### config.mk
export PLATFORM = sky130hd
export DESIGN_NAME = i2c_cba_slave
export DESIGN_NICKNAME = d
export VERILOG_FILES = /design/src/rtl/i2c_cba_pkg.sv /design/src/rtl/i2c_cba_lines.sv /design/src/rtl/i2c_cba_ptr.sv /design/src/rtl/i2c_cba_fsm.sv /design/src/rtl/i2c_cba_slave.sv
export SDC_FILE = /design/constraint.sdc
export NUM_CORES = 1
export LEC_CHECK = 0
export ABC_AREA = 1
export BUFFER_PORTS_ARGS = -buffer_cell sky130_fd_sc_hd__buf_4
export CAP_MARGIN = 20
export CORE_MARGIN = 8
export CORE_UTILIZATION = 57
export CTS_BUF_LIST = sky130_fd_sc_hd__clkbuf_4 sky130_fd_sc_hd__clkbuf_8 sky130_fd_sc_hd__clkbuf_16
export DETAILED_ROUTE_END_ITERATION = 12
export PLACE_DENSITY = 0.8
export SYNTH_ARGS = -nofsm -noshare
export SYNTH_HDL_FRONTEND = slang
export SYNTH_HIERARCHICAL = 1
export SYNTH_SLANG_ARGS = --single-unit
export TNS_END_PERCENT = 5
### constraint.sdc
create_clock -name clk -period 2.7 [get_ports clk]
set_input_delay 0.405 -clock clk [delete_from_list [all_inputs] [get_ports clk]]
set_output_delay 0.405 -clock clk [all_outputs]
set_load 0.01 [all_outputs]
### src/rtl/i2c_cba_pkg.sv
// Shared types for the control-byte addressed I2C slave.
// Assumes: widths of at most four address bytes.
package i2c_cba_pkg;
    typedef enum logic [2:0] {PH_IDLE, PH_RX, PH_ACK, PH_TX, PH_MACK} phase_t;
    typedef enum logic [1:0] {RL_SADDR, RL_CTRL, RL_ADDR, RL_DATA} role_t;

    localparam logic [1:0] SZ_RESERVED = 2'b11;

    // Number of address bytes selected by the control byte width field.
    function automatic logic [2:0] width_bytes(input logic [1:0] sz);
        case (sz)
            2'b00:   return 3'd1;
            2'b01:   return 3'd2;
            2'b10:   return 3'd4;
            default: return 3'd0;
        endcase
    endfunction
endpackage

### src/rtl/i2c_cba_lines.sv
// Line conditioner: synchronizes SCL and SDA and derives edge and bus events.
// Assumes: the system clock is much faster than SCL; idle lines are high.
module i2c_cba_lines #(
    parameter int STAGES = 2
) (
    input  logic clk,
    input  logic rst_n,
    input  logic scl_i,
    input  logic sda_i,
    output logic scl_s,
    output logic sda_s,
    output logic scl_rise,
    output logic scl_fall,
    output logic start_evt,
    output logic stop_evt
);
    logic [STAGES-1:0] scl_ff, sda_ff;
    logic scl_d, sda_d;

    // Synchronizer chains plus one delayed copy for edge detection.
    always_ff @(posedge clk) begin
        if (!rst_n) begin
            scl_ff <= '1;
            sda_ff <= '1;
            scl_d  <= 1'b1;
            sda_d  <= 1'b1;
        end else begin
            scl_ff <= {scl_ff[STAGES-2:0], scl_i};
            sda_ff <= {sda_ff[STAGES-2:0], sda_i};
            scl_d  <= scl_ff[STAGES-1];
            sda_d  <= sda_ff[STAGES-1];
        end
    end

    assign scl_s     = scl_ff[STAGES-1];
    assign sda_s     = sda_ff[STAGES-1];
    assign scl_rise  = scl_s & ~scl_d;
    assign scl_fall  = ~scl_s & scl_d;
    assign start_evt = scl_s & scl_d & sda_d & ~sda_s;
    assign stop_evt  = scl_s & scl_d & ~sda_d & sda_s;
endmodule

### src/rtl/i2c_cba_ptr.sv
// Access pointer: loads address bytes MSB first, increments with wrap at the
// width chosen by the control byte. Assumes PTR_BYTES >= 2.
module i2c_cba_ptr #(
    parameter int PTR_BYTES = 4
) (
    input  logic                   clk,
    input  logic                   rst_n,
    input  logic                   clr,
    input  logic                   size_set,
    input  logic [1:0]             size_in,
    input  logic                   load,
    input  logic [7:0]             load_byte,
    input  logic                   inc,
    output logic [8*PTR_BYTES-1:0] ptr
);
    import i2c_cba_pkg::*;
    localparam int PW = 8 * PTR_BYTES;

    logic [2:0]    nbytes;
    logic [PW-1:0] wrap_mask;

    // Mask of the byte lanes covered by the selected width.
    always_comb begin
        wrap_mask = '0;
        for (int i = 0; i < PTR_BYTES; i++) begin
            if (i < int'(nbytes)) wrap_mask[8*i +: 8] = 8'hFF;
        end
    end

    // Width register and pointer update.
    always_ff @(posedge clk) begin
        if (!rst_n) begin
            nbytes <= 3'd1;
            ptr    <= '0;
        end else begin
            if (size_set) nbytes <= width_bytes(size_in);
            if (clr)       ptr <= '0;
            else if (load) ptr <= {ptr[PW-9:0], load_byte};
            else if (inc)  ptr <= (ptr + 1'b1) & wrap_mask;
        end
    end

    // an 8-bit pointer stays within its width after stepping.
    a_r5_wrap_8bit: assert property (@(posedge clk) disable iff (!rst_n)
        (inc && !clr && !load && !size_set && nbytes == 3'd1) |=> (ptr[PW-1:8] == '0));
endmodule

### src/rtl/i2c_cba_fsm.sv
// Protocol engine: bit and byte sequencing, ACK/NACK, control-byte parsing,
// address phase, write strobes and read transmission.
// Assumes: events come from i2c_cba_lines; the read port is combinational.
module i2c_cba_fsm #(
    parameter int PTR_BYTES = 4
) (
    input  logic                   clk,
    input  logic                   rst_n,
    input  logic                   scl_s,
    input  logic                   sda_s,
    input  logic                   scl_rise,
    input  logic                   scl_fall,
    input  logic                   start_evt,
    input  logic                   stop_evt,
    input  logic [6:0]             own_addr,
    input  logic [7:0]             rd_data,
    input  logic [8*PTR_BYTES-1:0] ptr,
    output logic                   sda_oe,
    output logic                   busy,
    output logic                   txn_end,
    output logic                   wr_en,
    output logic [7:0]             wr_data,
    output logic [8*PTR_BYTES-1:0] wr_addr,
    output logic                   ptr_clr,
    output logic                   size_set,
    output logic [1:0]             size_val,
    output logic                   ptr_load,
    output logic [7:0]             ptr_byte,
    output logic                   ptr_inc
);
    import i2c_cba_pkg::*;

    phase_t     phase;
    role_t      role;
    logic [3:0] bitcnt;
    logic [7:0] rx_sh, tx_sh;
    logic       go_tx, dir_rd, mack_ok;
    logic [2:0] addr_left;
    logic       byte_end, ctrl_ok;

    // Byte completion point: the falling SCL edge after the eighth bit.
    assign byte_end = (phase == PH_RX) && scl_fall && (bitcnt == 4'd8);
    assign ctrl_ok  = (rx_sh[2:1] != SZ_RESERVED);
    assign ptr_clr  = byte_end && role == RL_CTRL && ctrl_ok;
    assign size_set = ptr_clr;
    assign size_val = rx_sh[2:1];
    assign ptr_load = byte_end && role == RL_ADDR;
    assign ptr_byte = rx_sh;
    assign ptr_inc  = (byte_end && role == RL_DATA && !dir_rd)
                    || (phase == PH_MACK && scl_rise && !sda_s);
    assign txn_end  = stop_evt && busy;

    // Main sequencer: phase, shift registers, SDA drive and write strobe.
    always_ff @(posedge clk) begin
        if (!rst_n) begin
            phase     <= PH_IDLE;
            role      <= RL_SADDR;
            bitcnt    <= '0;
            rx_sh     <= '0;
            tx_sh     <= '0;
            go_tx     <= 1'b0;
            dir_rd    <= 1'b0;
            mack_ok   <= 1'b0;
            addr_left <= '0;
            sda_oe    <= 1'b0;
            busy      <= 1'b0;
            wr_en     <= 1'b0;
            wr_data   <= '0;
            wr_addr   <= '0;
        end else begin
            wr_en <= 1'b0;
            if (start_evt) begin
                phase  <= PH_RX;
                role   <= RL_SADDR;
                bitcnt <= '0;
                sda_oe <= 1'b0;
            end else if (stop_evt) begin
                phase  <= PH_IDLE;
                sda_oe <= 1'b0;
                busy   <= 1'b0;
            end else begin
                case (phase)
                    PH_RX: begin
                        if (scl_rise && bitcnt != 4'd8) begin
                            rx_sh  <= {rx_sh[6:0], sda_s};
                            bitcnt <= bitcnt + 4'd1;
                        end else if (byte_end) begin
                            bitcnt <= '0;
                            case (role)
                                RL_SADDR: begin
                                    if (rx_sh[7:1] == own_addr) begin
                                        busy   <= 1'b1;
                                        sda_oe <= 1'b1;
                                        phase  <= PH_ACK;
                                        go_tx  <= rx_sh[0];
                                        role   <= RL_CTRL;
                                    end else begin
                                        phase <= PH_IDLE;
                                    end
                                end
                                RL_CTRL: begin
                                    if (ctrl_ok) begin
                                        sda_oe    <= 1'b1;
                                        phase     <= PH_ACK;
                                        go_tx     <= 1'b0;
                                        dir_rd    <= rx_sh[0];
                                        addr_left <= width_bytes(rx_sh[2:1]);
                                        role      <= RL_ADDR;
                                    end else begin
                                        phase <= PH_IDLE;
                                    end
                                end
                                RL_ADDR: begin
                                    sda_oe    <= 1'b1;
                                    phase     <= PH_ACK;
                                    go_tx     <= 1'b0;
                                    addr_left <= addr_left - 3'd1;
                                    if (addr_left == 3'd1) role <= RL_DATA;
                                end
                                default: begin
                                    if (!dir_rd) begin
                                        sda_oe  <= 1'b1;
                                        phase   <= PH_ACK;
                                        go_tx   <= 1'b0;
                                        wr_en   <= 1'b1;
                                        wr_data <= rx_sh;
                                        wr_addr <= ptr;
                                    end else begin
                                        phase <= PH_IDLE;
                                    end
                                end
                            endcase
                        end
                    end
                    PH_ACK: begin
                        if (scl_fall) begin
                            bitcnt <= '0;
                            if (go_tx) begin
                                tx_sh  <= rd_data;
                                sda_oe <= ~rd_data[7];
                                phase  <= PH_TX;
                            end else begin
                                sda_oe <= 1'b0;
                                phase  <= PH_RX;
                            end
                        end
                    end
                    PH_TX: begin
                        if (scl_rise) begin
                            bitcnt <= bitcnt + 4'd1;
                        end else if (scl_fall) begin
                            if (bitcnt == 4'd8) begin
                                sda_oe <= 1'b0;
                                phase  <= PH_MACK;
                            end else begin
                                tx_sh  <= {tx_sh[6:0], 1'b0};
                                sda_oe <= ~tx_sh[6];
                            end
                        end
                    end
                    PH_MACK: begin
                        if (scl_rise) begin
                            mack_ok <= ~sda_s;
                        end else if (scl_fall) begin
                            if (mack_ok) begin
                                tx_sh  <= rd_data;
                                sda_oe <= ~rd_data[7];
                                bitcnt <= '0;
                                phase  <= PH_TX;
                            end else begin
                                phase <= PH_IDLE;
                            end
                        end
                    end
                    default: ;
                endcase
            end
        end
    end

    // SDA drive does not move while SCL stays high.
    a_r11_sda_only_scl_low: assert property (@(posedge clk) disable iff (!rst_n)
        (scl_s && !scl_rise) |-> $stable(sda_oe));
    // the slave never drives SDA while it ignores the bus.
    a_r1_quiet_when_ignoring: assert property (@(posedge clk) disable iff (!rst_n)
        (phase == PH_IDLE) |-> !sda_oe);
    // busy ends only on a STOP.
    a_r9_busy_ends_on_stop: assert property (@(posedge clk) disable iff (!rst_n)
        $fell(busy) |-> $past(stop_evt));
    // every write strobe lasts a single cycle.
    a_r5_single_strobe: assert property (@(posedge clk) disable iff (!rst_n)
        wr_en |=> !wr_en);
endmodule

### src/rtl/i2c_cba_slave.sv
// Top level: control-byte addressed I2C slave with completion flag and IRQ.
// Assumes: SCL is driven by the master only; the read port is combinational.
module i2c_cba_slave #(
    parameter int PTR_BYTES   = 4,
    parameter int SYNC_STAGES = 2
) (
    input  logic                   clk,
    input  logic                   rst_n,
    input  logic                   scl_i,
    input  logic                   sda_i,
    output logic                   sda_oe_o,
    input  logic [6:0]             own_addr_i,
    output logic                   wr_en_o,
    output logic [8*PTR_BYTES-1:0] wr_addr_o,
    output logic [7:0]             wr_data_o,
    output logic [8*PTR_BYTES-1:0] rd_addr_o,
    input  logic [7:0]             rd_data_i,
    output logic                   busy_o,
    output logic                   done_o,
    input  logic                   done_clr_i,
    input  logic                   irq_en_i,
    output logic                   irq_o
);
    localparam int PW = 8 * PTR_BYTES;

    logic          scl_s, sda_s, scl_rise, scl_fall, start_evt, stop_evt;
    logic          txn_end, ptr_clr, size_set, ptr_load, ptr_inc;
    logic [1:0]    size_val;
    logic [7:0]    ptr_byte;
    logic [PW-1:0] ptr;
    logic          done_q;

    i2c_cba_lines #(.STAGES(SYNC_STAGES)) lines_i (
        .clk(clk), .rst_n(rst_n), .scl_i(scl_i), .sda_i(sda_i),
        .scl_s(scl_s), .sda_s(sda_s), .scl_rise(scl_rise), .scl_fall(scl_fall),
        .start_evt(start_evt), .stop_evt(stop_evt)
    );

    i2c_cba_fsm #(.PTR_BYTES(PTR_BYTES)) fsm_i (
        .clk(clk), .rst_n(rst_n), .scl_s(scl_s), .sda_s(sda_s),
        .scl_rise(scl_rise), .scl_fall(scl_fall),
        .start_evt(start_evt), .stop_evt(stop_evt),
        .own_addr(own_addr_i), .rd_data(rd_data_i), .ptr(ptr),
        .sda_oe(sda_oe_o), .busy(busy_o), .txn_end(txn_end),
        .wr_en(wr_en_o), .wr_data(wr_data_o), .wr_addr(wr_addr_o),
        .ptr_clr(ptr_clr), .size_set(size_set), .size_val(size_val),
        .ptr_load(ptr_load), .ptr_byte(ptr_byte), .ptr_inc(ptr_inc)
    );

    i2c_cba_ptr #(.PTR_BYTES(PTR_BYTES)) ptr_i (
        .clk(clk), .rst_n(rst_n), .clr(ptr_clr), .size_set(size_set),
        .size_in(size_val), .load(ptr_load), .load_byte(ptr_byte),
        .inc(ptr_inc), .ptr(ptr)
    );

    // Completion flag: set by a closing STOP, cleared by software; set wins.
    always_ff @(posedge clk) begin
        if (!rst_n)          done_q <= 1'b0;
        else if (txn_end)    done_q <= 1'b1;
        else if (done_clr_i) done_q <= 1'b0;
    end

    assign rd_addr_o = ptr;
    assign done_o    = done_q;
    assign irq_o     = done_q & irq_en_i;

    // a closing STOP always leaves the flag set.
    a_r10_done_on_stop: assert property (@(posedge clk) disable iff (!rst_n)
        txn_end |=> done_o);
    // the flag drops only after a clear pulse.
    a_r10_clear_by_sw: assert property (@(posedge clk) disable iff (!rst_n)
        $fell(done_o) |-> $past(done_clr_i));
endmodule

==> results of run 1 <==
-- critical path, stage by stage, from the launching register on --
cell and delay, ns:
dfxtp_1 0.36, inv_1 0.07, ha_1 0.19, nand3b_1 0.16, nor2_1 0.07, nand2_2 0.19
o22ai_1 0.11, buf_4 0.17, nor2_4 0.23, inv_2 0.22, and2_4 0.24, a21oi_1 0.12
nand2_1 0.06, a21oi_1 0.11
-- layout make-up --
cell class                      count  area share [%]
Timing Repair Buffer              108            10.9
Clock inverter                      6           0.718
Inverter                          148            7.28
Clock buffer                       24            6.33
Multi-Input combinational cell    625            42.5
Tap cell                          140            2.28
Sequential cell                   115            30.0
-- metrics by stage --
stage	total power [mW]	worst slack, ns
6_report	4.55	0.328
5_1_grt	4.77	0.0692
2_1_floorplan	2.37	0.694
4_1_cts	4.57	0.224
3_3_place_gp	2.51	0.356
3_5_place_dp	2.52	0.249
-- sequential cells by signal, indices dropped and copies added, names as in the netlist, 2 cells and up --
signal / count
lines_i/scl_ff: 2
fsm_i/phase: 3
fsm_i/bitcnt: 4
fsm_i/wr_data: 8
fsm_i/wr_addr: 32
fsm_i/addr_left: 3
fsm_i/ptr_byte: 8
ptr_i/nbytes: 3
fsm_i/tx_sh: 7
lines_i/sda_ff: 2
fsm_i/role: 2
ptr_i/ptr: 32
-- cells in the final DEF (no fill, tap or decap), types with 2 or more instances in the layout --
cell type,synthesis,layout
nand3_2,2,2
a21oi_2,3,3
o211ai_1,2,2
nand3b_1,4,4
nand2_2,11,11
a21oi_1,61,61
a211oi_1,44,44
a31oi_1,4,4
buf_4,4,106
nor3_2,2,2
nor2_1,126,125
nor2_8,2,2
xnor2_1,4,4
o22ai_1,2,2
nor2_4,6,7
buf_12,0,2
dfxtp_1,115,115
clkbuf_16,0,16
o21a_1,2,2
o21bai_1,7,7
nand2_4,3,3
nand4_1,10,10
clkbuf_4,0,4
nor3_1,6,6
nand3_1,57,57
inv_1,142,142
ha_1,11,11
xor2_1,4,4
nor3_4,2,2
nand2_1,184,184
clkbuf_8,0,4
o21ai_0,36,36
nor2_2,9,9
clkinv_2,0,5
a22oi_1,15,15
inv_2,5,5
-- layer usage --
metal	part of all wire (%)	GRT usage [%]
met4	1.5	9.37
met3	7.2	5.73
met1	42	28.5
met5	0	0
met2	49	40.7
-- where the power goes --
group | switching [mW] | internal (mW)
clock network | 0.734 | 1.31
logic | 0.449 | 0.240
registers | 0.0487 | 1.76
total | 1.23 | 3.32
-- timing repair --
action | 4_1_cts | 5_1_grt
hold buffers | 0 | 0
endpoints found under the hold margin | 0 | 0
resized for setup | 0 | 1
endpoints found under the setup margin | 0 | 6
-- path summary, 6_finish.rpt --
| path | start | to | slack [ns] | cells past startpoint |
|---|---|---|---|---|
| max | fsm_i/bitcnt[0] | ptr_i/ptr[18] | 0.33 | 13 |
| min | sda_i | lines_i/sda_ff[0] | 0.06 | 3 |
| max reg2reg | fsm_i/bitcnt[0] | ptr_i/ptr[18] | 0.33 | 13 |
| min reg2reg | lines_i/sda_ff[0] | lines_i/sda_ff[1] | 0.40 | 2 |
-- kinds of logic after synthesis --
kind of cell | count (synthesis) | share of synthesized area [%]
flip-flops | 115 | 36.8
AND/OR/NAND/NOR | 428 | 31.2
AO/OA/AOI/OAI | 178 | 17.4
XOR/XNOR | 8 | 1.12
buffers and inverters | 180 | 11.3
adder cells (fa/ha/maj) | 11 | 2.20
==> metrics.txt, run 1 <==
status completed; PwrDens 593 nW/um^2; syn_area_per_cell 6.80 sq um; Post-CTS Setup Inserts 0; CTS tree yes; Starting Density 58.0%; synthesis-to-finish area growth 22.5%; WL/cell 14.4 microns; Hold Vio Cnt, Final 0; leakage 3.32 nW; max-slew violations 0; # rows 38; Worst EP arrival 2.82 ns; worst endpoint required time 3.15 ns; first-pass GRT wire length 28700 microns; Clock Path Buffers 2; Final min period 2.37 ns; crit end category flip-flop; Final setup viols 0; Peak VDD IR 0.000689 V; crit path launch type flip-flop; register area 2300 sq um; Max-Cap Viols 0; count leader, synth nand2_1; Placement Cell Area 7120 sq um; Layout Skew 0.00824 ns; Post-synth EDFFs 0; Synthesized Nets 952; Synth Flop Type dfxtp_1; layout cell share with drive strength beyond 1 18.5%; sequential element share of the synthesized area 36.8%; fin nets 1047; library cells used by synthesis 42; min-delay worst type in -> reg; clock sink count 115; synth warn 6; First DRT Iteration DRCs 660; Skew-Pair Late Insertion Delay 0.52 ns; vias in the first global route 5943; Slew @ Worst Pin 0.541 ns; io pins 98; placed cell count 1136; largest net degree at the start of global routing 81; Final Hold Slack 0.0633 ns; gp weighted congestion 0.963; final worst-path cycle share 87.8%; Synth top cells by count nand2_1, inv_1, nor2_1; CTS root buffer clkbuf_8; Util after Layout 71.0%; slew margin rel. 63.9%; die height 121 microns; vias 6287; CP Max Fanout 20; placed wire-length estimate 12200 microns; area of the multi-input gates 3260 sq um; DIE WIDTH 121 microns; GR Overflow Total 0; unrepaired setup endpoints after global routing false; Syn Inst Count 920; Yosys top cell area share 36.8%; Initial DRT Pass Iterations 6; vias per cell 5.39; fin cells 1166; cell area after synthesis 6260 sq um; Clk pin slew, worst setup/hold paths 0.05 ns; PortBufs 97; TritonCTS buffer count 17; CP Class reg -> reg; Final Cell Area 7670 sq um; H-tree levels 4; DRC Markers 0; final-layout fill cell count 959; post-route setup TNS 0 ns; GR Util All Layers 23.9%; Post-DRT Antenna Nets 0; highest clock rate 422 MHz; Seq cells post-synth 115; core area 10800 sq um; DIE AREA 14600 sq um; Synth area leaders dfxtp_1, nand2_1, inv_1, nor2_1, a211oi_1; cell taking the most area after synthesis dfxtp_1; ant diodes 0; Synth async-reset ratio 0%; WL final 16800 microns; initial antenna violation count 0
No activity file was read; power rests on OpenSTA's default activity.
==> inputs of run 2 (changes only) <==
--- a/config.mk
+++ b/config.mk
@@ -8,7 +8,7 @@
 export ABC_AREA = 1
 export BUFFER_PORTS_ARGS = -buffer_cell sky130_fd_sc_hd__buf_4
 export CAP_MARGIN = 20
-export CORE_MARGIN = 8
+export CORE_MARGIN = 4
 export CORE_UTILIZATION = 57
 export CTS_BUF_LIST = sky130_fd_sc_hd__clkbuf_4 sky130_fd_sc_hd__clkbuf_8 sky130_fd_sc_hd__clkbuf_16
 export DETAILED_ROUTE_END_ITERATION = 12
==> constraint.sdc (replaced) <==
create_clock -name clk -period 2.7 [get_ports clk]
set_input_delay 0.405 -clock clk [delete_from_list [all_inputs] [get_ports clk]]
set_output_delay 0.405 -clock clk [all_outputs]
set_load 0.1 [all_outputs]
==> run 2 against run 1 <==
Maximum frequency down 1.4%. Clock power rose by 10%. Largest cell class unchanged. Worst setup slack lost 0.033 ns. Clock-buffer cell count decreased by 5. Final area is 0.65% higher. Sequential power is essentially flat. Cell count fell by 0.17%. First-iteration DRC count decreased by 2.0%. Critical path type unchanged. Flip-flop and latch count stayed put. Critical path depth is 1 lower. Sequential share of layout area fell by 0.19 points.
==> metrics.txt, run 2 (synthesis results as in run 1) <==
Final min period 2.41 ns (was 2.37 ns); layout cell share with drive strength beyond 1 18.7% (was 18.5%); Clock Path Buffers 2 (unchanged); hold depth 3 (unchanged); CP Class reg -> reg (unchanged); final-layout fill cell count 888 (was 959); status completed (unchanged); Sequential Power Share 37.8% (was 39.9%); die height 113 microns (was 121 microns); commonest cells after routing, fill and taps aside nand2_1, inv_1, nor2_1 (unchanged); WL/cell 14.6 microns (was 14.4 microns); CP Max Fanout 20 (unchanged); first-pass GRT wire length 27900 microns (was 28700 microns); First DRT Iteration DRCs 647 (was 660); max-slew violations 0 (unchanged); Slew @ Worst Pin 0.485 ns (was 0.541 ns); DIE AREA 12700 sq um (was 14600 sq um); gp weighted congestion 0.978 (was 0.963); Skew-Pair Late Insertion Delay 0.52 ns (about the same); placed wire-length estimate 12000 microns (was 12200 microns); placed cell count 1132 (was 1136); Clk pin slew, worst setup/hold paths 0.06 ns (was 0.05 ns); crit-path leading delay family simple AND/OR/NAND/NOR gates (unchanged); crit path buf inv count 3 (unchanged); Post-CTS Setup Inserts 0 (unchanged); DIE WIDTH 113 microns (was 121 microns); # rows 37 (was 38); vias 6297 (was 6287); dpl ws 0.358 ns (was 0.249 ns); Placement Cell Area 7120 sq um (about the same); slew margin rel. 67.7% (was 63.9%); Max-Cap Viols 0 (unchanged); min-delay worst type in -> reg (unchanged); crit end category flip-flop (unchanged); unrepaired setup endpoints after global routing false (unchanged); Critical-path top delay cell o22ai_1 (was dfxtp_1); CTS tree yes (unchanged); Min-Delay Endpoint lines_i/sda_ff[0] (unchanged); Post-DRT Antenna Nets 0 (unchanged); biggest regs fsm_i/wr_addr: 32 flops, ptr_i/ptr: 32 flops (unchanged); largest net degree at the start of global routing 81 (unchanged); Peak VDD IR 0.000680 V (was 0.000689 V); Clk pwr share 47.2% (was 45.0%); Worst EP arrival 2.85 ns (was 2.82 ns); core area 10500 sq um (was 10800 sq um); Starting Density 59.6% (was 58.0%); highest clock rate 416 MHz (was 422 MHz); worst endpoint required time 3.14 ns (was 3.15 ns); PortBufs 97 (unchanged); post-CTS sizing 0 (unchanged); Hold Vio Cnt, Final 0 (unchanged); ant diodes 0 (unchanged); CP Cell Sequence inv_1 > nor2_1 > inv_1 > nor2_1 > nand2_2 > o22ai_1 > nor2_4 > inv_2 > nand4_1 > o21bai_1 > nand2_1 > a21oi_1 (was inv_1 > ha_1 > nand3b_1 > nor2_1 > nand2_2 > o22ai_1 > buf_4 > nor2_4 > inv_2 > and2_4 > a21oi_1 > nand2_1 > a21oi_1); synthesis-to-finish area growth 23.3% (was 22.5%); vias per cell 5.41 (was 5.39); Critical Path Max Stage Delay 0.39 ns (was 0.36 ns); R2R Path Start lines_i/scl_d (was fsm_i/bitcnt[0]); vias in the first global route 5971 (was 5943); PwrDens 620 nW/um^2 (was 593 nW/um^2); r2r endpoint ptr_i/ptr[17] (was ptr_i/ptr[18]); fin nets 1047 (unchanged); fin cells 1164 (was 1166); CTS root buffer clkbuf_8 (unchanged); Setup WS post-layout 0.295 ns (was 0.328 ns); Final Cell Area 7720 sq um (was 7670 sq um); crit path launch type flip-flop (unchanged); Sw Share 27.9% (was 27.1%); most common cell after layout, fill and taps aside nand2_1 (unchanged); Initial DRT Pass Iterations 9 (was 6); R2R depth 12 (was 13); leakage 3.32 nW (about the same); GR Util All Layers 26.5% (was 23.9%); H-tree levels 4 (unchanged); Final setup viols 0 (unchanged); post-route setup TNS 0 ns (unchanged); initial antenna violation count 0 (unchanged); switching power 1.33 mW (was 1.23 mW); GR Overflow Total 0 (unchanged); Layout Skew 0.00770 ns (was 0.00824 ns); final worst-path cycle share 89.1% (was 87.8%); io pins 98 (unchanged); logic gate share of total power 14.9% (was 15.2%); WL final 17000 microns (was 16800 microns); reg-to-reg slack, setup 0.29 ns (was 0.33 ns); clock sink count 115 (unchanged); internal power 3.45 mW (was 3.32 mW); TritonCTS buffer count 17 (unchanged); hold_sp sda_i (unchanged); DRC Markers 0 (unchanged); cts hold-fix bufs 0 (unchanged)
## run 2: worst max-delay path by stage
stage | startpoint | to | slack, ns | cells past startpoint
after CTS | lines_i/scl_d | ptr_i/ptr[17] | 0.33 | 12
after global placement | lines_i/scl_d | ptr_i/ptr[17] | 0.44 | 12
final | lines_i/scl_d | ptr_i/ptr[17] | 0.29 | 12
after floorplan | ptr_i/ptr[1] | ptr_i/ptr[16] | 0.40 | 8
after global routing | fsm_i/bitcnt[0] | ptr_i/ptr[17] | 0.05 | 12
after detailed placement | lines_i/scl_d | ptr_i/ptr[17] | 0.36 | 12
## run 2: cell type report
type	instances	area, sq um	share of cell area, %
Clock buffer	19	442	5.72
Clock inverter	13	159	2.06
Inverter	148	558	7.23
Multi-Input combinational cell	625	3250	42.1
Sequential cell	115	2300	29.8
Tap cell	136	170	2.20
Timing Repair Buffer	108	836	10.8
## run 2: metrics by stage
step	power (mW)	util (%)	hold WS [ns]
2_1_floorplan	2.41	-	0.380
3_3_place_gp	2.55	67.7	0.383
3_5_place_dp	2.56	67.7	0.397
4_1_cts	4.81	73.4	0.0433
5_1_grt	4.99	73.4	0.0499
6_report	4.79	73.4	0.0602
## run 2: worst register-to-register path: cells and delay by family, from the launching register on
family          cells  cell delay (ns)
compound gates      3             0.67
buf+inv             3             0.46
flops               1             0.34
simple gates        6             0.86
## run 2: per-layer routing
| metal | vias up | GRT usage [%] | routed length [microns] |
|---|---|---|---|
| li1 | 3161 | - | - |
| met1 | 2866 | 33.1 | 7210 |
| met2 | 236 | 45.5 | 8430 |
| met3 | 34 | 5.72 | 1090 |
| met4 | 0 | 8.73 | 293 |
| met5 | - | 0 | 0 |
## run 2: power groups by stage
stage	logic (mW)	registers, mW	clock network (mW)
after floorplan	0.535	1.87	0
after global placement	0.706	1.84	0
after detailed placement	0.708	1.85	0
after CTS	0.715	1.81	2.29
after global routing	0.811	1.82	2.36
final	0.714	1.81	2.26
